File: src/rtl/hz_pkg.sv
package hz_pkg;

  typedef enum logic [1:0] {
    SEL_FILE = 2'b00,
    SEL_WB   = 2'b01,
    SEL_MEM  = 2'b10
  } fwd_sel_e;

  function automatic logic dep_hit(input logic [4:0] src, input logic [4:0] dst,
                                   input logic wr);
    return wr && (dst != '0) && (dst == src);
  endfunction

  function automatic fwd_sel_e pick_src(input logic mem_hit, input logic wb_hit);
    if (mem_hit)     return SEL_MEM;
    else if (wb_hit) return SEL_WB;
    else             return SEL_FILE;
  endfunction

endpackage

File: src/rtl/hz_match.sv
module hz_match #(
  parameter int AW = 5
) (
  input  logic [AW-1:0] src,
  input  logic [AW-1:0] dst,
  input  logic          wr,
  output logic          hit
);
  localparam logic [AW-1:0] ZERO_REG = '0;

  always_comb begin
    hit = wr && (dst != ZERO_REG) && (dst == src);
  end
endmodule

File: src/rtl/hz_fwd_pick.sv
module hz_fwd_pick
  import hz_pkg::*;
(
  input  logic     mem_hit,
  input  logic     wb_hit,
  output fwd_sel_e sel
);
  always_comb begin
    sel = pick_src(mem_hit, wb_hit);
  end
endmodule

File: src/rtl/hz_load_guard.sv
module hz_load_guard #(
  parameter int NSRC = 2
) (
  input  logic            is_load,
  input  logic [NSRC-1:0] src_hit,
  input  logic [NSRC-1:0] src_used,
  output logic            stall
);
  always_comb begin
    stall = is_load && |(src_hit & src_used);
  end
endmodule

File: src/rtl/hz_fwd_unit.sv
module hz_fwd_unit
  import hz_pkg::*;
#(
  parameter int AW = 5
) (
  input  logic [AW-1:0] id_rs_a,
  input  logic [AW-1:0] id_rs_b,
  input  logic          id_use_a,
  input  logic          id_use_b,
  input  logic [AW-1:0] ex_rs_a,
  input  logic [AW-1:0] ex_rs_b,
  input  logic [AW-1:0] ex_rd,
  input  logic          ex_we,
  input  logic          ex_is_load,
  input  logic [AW-1:0] mem_rd,
  input  logic          mem_we,
  input  logic [AW-1:0] wb_rd,
  input  logic          wb_we,
  output logic [1:0]    fwd_sel_a,
  output logic [1:0]    fwd_sel_b,
  output logic          hold_pc,
  output logic          hold_ifid,
  output logic          bubble_idex
);
  localparam int NSRC = 2;

  logic [AW-1:0] ex_src [NSRC];
  logic [AW-1:0] id_src [NSRC];
  logic [NSRC-1:0] id_used;
  logic [NSRC-1:0] mem_hit;
  logic [NSRC-1:0] wb_hit;
  logic [NSRC-1:0] load_hit;
  fwd_sel_e        sel [NSRC];
  logic            load_stall;

  assign ex_src[0] = ex_rs_a;
  assign ex_src[1] = ex_rs_b;
  assign id_src[0] = id_rs_a;
  assign id_src[1] = id_rs_b;
  assign id_used   = {id_use_b, id_use_a};

  for (genvar i = 0; i < NSRC; i++) begin : g_src
    hz_match #(.AW(AW)) u_mem (.src(ex_src[i]), .dst(mem_rd), .wr(mem_we), .hit(mem_hit[i]));
    hz_match #(.AW(AW)) u_wb  (.src(ex_src[i]), .dst(wb_rd),  .wr(wb_we),  .hit(wb_hit[i]));
    hz_match #(.AW(AW)) u_ld  (.src(id_src[i]), .dst(ex_rd),  .wr(ex_we),  .hit(load_hit[i]));
    hz_fwd_pick u_pick (.mem_hit(mem_hit[i]), .wb_hit(wb_hit[i]), .sel(sel[i]));
  end

  hz_load_guard #(.NSRC(NSRC)) u_guard (
    .is_load (ex_is_load),
    .src_hit (load_hit),
    .src_used(id_used),
    .stall   (load_stall)
  );

  assign fwd_sel_a   = sel[0];
  assign fwd_sel_b   = sel[1];
  assign hold_pc     = load_stall;
  assign hold_ifid   = load_stall;
  assign bubble_idex = load_stall;
endmodule

File: config.mk
export PLATFORM = sky130hd
export DESIGN_NAME = hz_fwd_unit
export DESIGN_NICKNAME = d
export VERILOG_FILES = /design/src/rtl/hz_pkg.sv /design/src/rtl/hz_match.sv /design/src/rtl/hz_fwd_pick.sv /design/src/rtl/hz_load_guard.sv /design/src/rtl/hz_fwd_unit.sv
export SDC_FILE = /design/constraint.sdc
export NUM_CORES = 1
export LEC_CHECK = 0
export ABC_AREA = 1
export ABC_CLOCK_PERIOD_IN_PS = 2000
export CAP_MARGIN = 20
export CORE_MARGIN = 3
export CORE_UTILIZATION = 38
export DETAILED_ROUTE_END_ITERATION = 10
export PLACE_DENSITY = 0.91
export SETUP_SLACK_MARGIN = 0.05
export SLEW_MARGIN = 5
export SYNTH_ARGS = -nofsm -noshare
export SYNTH_HDL_FRONTEND = slang
export SYNTH_SLANG_ARGS = --single-unit
File: constraint.sdc
create_clock -name vclk -period 2
set_clock_uncertainty 0.15 [all_clocks]
set_input_delay 0.2 -clock vclk [all_inputs]
set_output_delay 0.2 -clock vclk [all_outputs]
set_load 0.01 [all_outputs]
==> out/metrics.cfg <==
[setup_path]
cp-start-kind=primary input
end_kind=output port
critPathKind=in -> out
worstPathMaxFanout=4
required_ps=1650
cp.arrival_ps=1580

[global_route]
grt_pass1_wl_mm=3.15
grt_pass1_vias=788
gr-total-overflow=0
grt_max_degree=5
antenna_found_initial=0
grt_util_all_layers=0.196

[routing]
drt_iter0_drc=14
vias=934
first_pass_iters=6
wl_per_cell_um=10.8
drtAntennaViolNets=0
routed_wl_mm=2.19
via_per_inst=4.60
drc_errors=0

[placed_design]
placed_cell_area_mm2=0.00112
port_buffers=48
gp_congestion=0.813
dp_slack_ps=-248
dp_hpwl_mm=1.90

[sta]
setup_ws_ps=74.6
worst_pin_slew_ps=191
relSlewSlack=0.871
rsz0062_at_grt=yes
min_period_ps=1930
hold_ws_ps=913
final_hold_viol_count=0
fmax_mhz=519
setup_viol=0
slew_violations=0
period_share=0.963

[final_layout]
syn2layout_area_growth_pct=84.8
final_common_cell=nand2_1
clkbuf_count=0
num-fill-cells=106
multi_input_comb_area_um2=490
design_area_mm2=0.00113
layout.cells.most_common_list=nand2_1 (60), clkdlybuf4s50_1 (35), inv_1 (27)
seq_cell_count=0
drive_above_1_share=0.0798
antenna_cells=0
nNetsFinal=231
register_area_um2=0
utilization=0.807

[synth]
synth_area_per_cell_um2=4.42
ys_top_cells_by_area=nand2_1 (37%), inv_1 (17%), nor2_1 (14%), xnor2_1 (8.6%), nand3_1 (7.4%)
yosysSeqAreaShare=0
syn_inst=138
syn_area_um2=611
synth_fp_nets=179
synth.top_cell.area_share=0.369
yosys.cell_types.count=13
synth_top_area_cell=nand2_1
ys.warnings.count=0

[floorplan]
core_area_mm2=0.00140
floorplan.rows=13
die_h_um=46.1
dieArea_mm2=0.00212
die_w_um=46.1
ios=48
start_util=0.436

[power_and_ir_drop]
power_leakage_nw=0.683
power.total_uw=205
power.density_cell_area_mw_per_mm2=182
vdd_ir_drop_max_v=0.000129

[cts]
holdBufCountCts=0

[status]
status=complete, no violations

[min_path]
holdPathStages=4
hold_path_end=hold_ifid
min-delay-start=ex_is_load
hold_class=in -> out

[run]
maxCapViolCount=0

power by group:
group,switching [mW],internal [mW],total [mW]
clock network,0,0,0
logic,0.0877,0.117,0.205
registers,0,0,0
worst max-delay path by stage:
stage	from	endpoint	depth (start not counted)
2_1_floorplan	ex_rd[1]	hold_ifid	7
5_1_grt	ex_rs_a[0]	fwd_sel_a[0]	9
3_5_place_dp	ex_rd[4]	hold_pc	8
6_report	wb_rd[1]	fwd_sel_a[0]	8
4_1_cts	mem_rd[3]	fwd_sel_b[0]	9
3_3_place_gp	ex_rd[4]	bubble_idex	8
layout make-up:
type,count,share of cell area
Inverter,27,0.0898
Tap cell,15,0.0166
Timing Repair Buffer,54,0.459
Multi-Input combinational cell,107,0.435
per-stage QoR:
step	setup TNS (ps)	std cells
finish	0	203
global route	0	203
CTS	0	203
detailed placement	-1470	203
global placement	-1140	203
floorplan	0	138
cell usage after synthesis:
cell type and count:
nand2_1 60, inv_1 27, nor2_1 22, nand3_1 9
xnor2_1 6, buf_4 4, xor2_1 4, a21oi_1 1
nand3b_1 1, nor3_1 1, o21ai_2 1, or2_0 1
or2_2 1
repair_timing:
item,CTS,global route
gates resized for setup,11,13
setup buffers,0,0
pin swaps,0,2
endpoints found under the setup margin,7,7
critical path, stage by stage:
cell,delay [ps]
clkdlybuf4s50_1,550
nor2_1,80
nand3b_1,80
nand2_1,70
nor2_1,130
nand2_1,70
nor2_1,120
dlygate4sd2_1,280
cells by family after synthesis:
family                 count (synthesis)  share of synthesized area
AO/OA/AOI/OAI                          2                     0.0225
XOR/XNOR                              10                      0.143
buffers and inverters                 31                      0.215
AND/OR/NAND/NOR                       95                      0.619
metal layers:
metal / wire length [um] / vias to the layer above / track usage
met5: 0 / - / 0
met4: 9 / 0 / 0.0114
met3: 97 / 2 / 0.0195
met2: 1170 / 24 / 0.365
met1: 904 / 406 / 0.248
li1: - / 502 / -
Power figures use the tool's default switching activity.
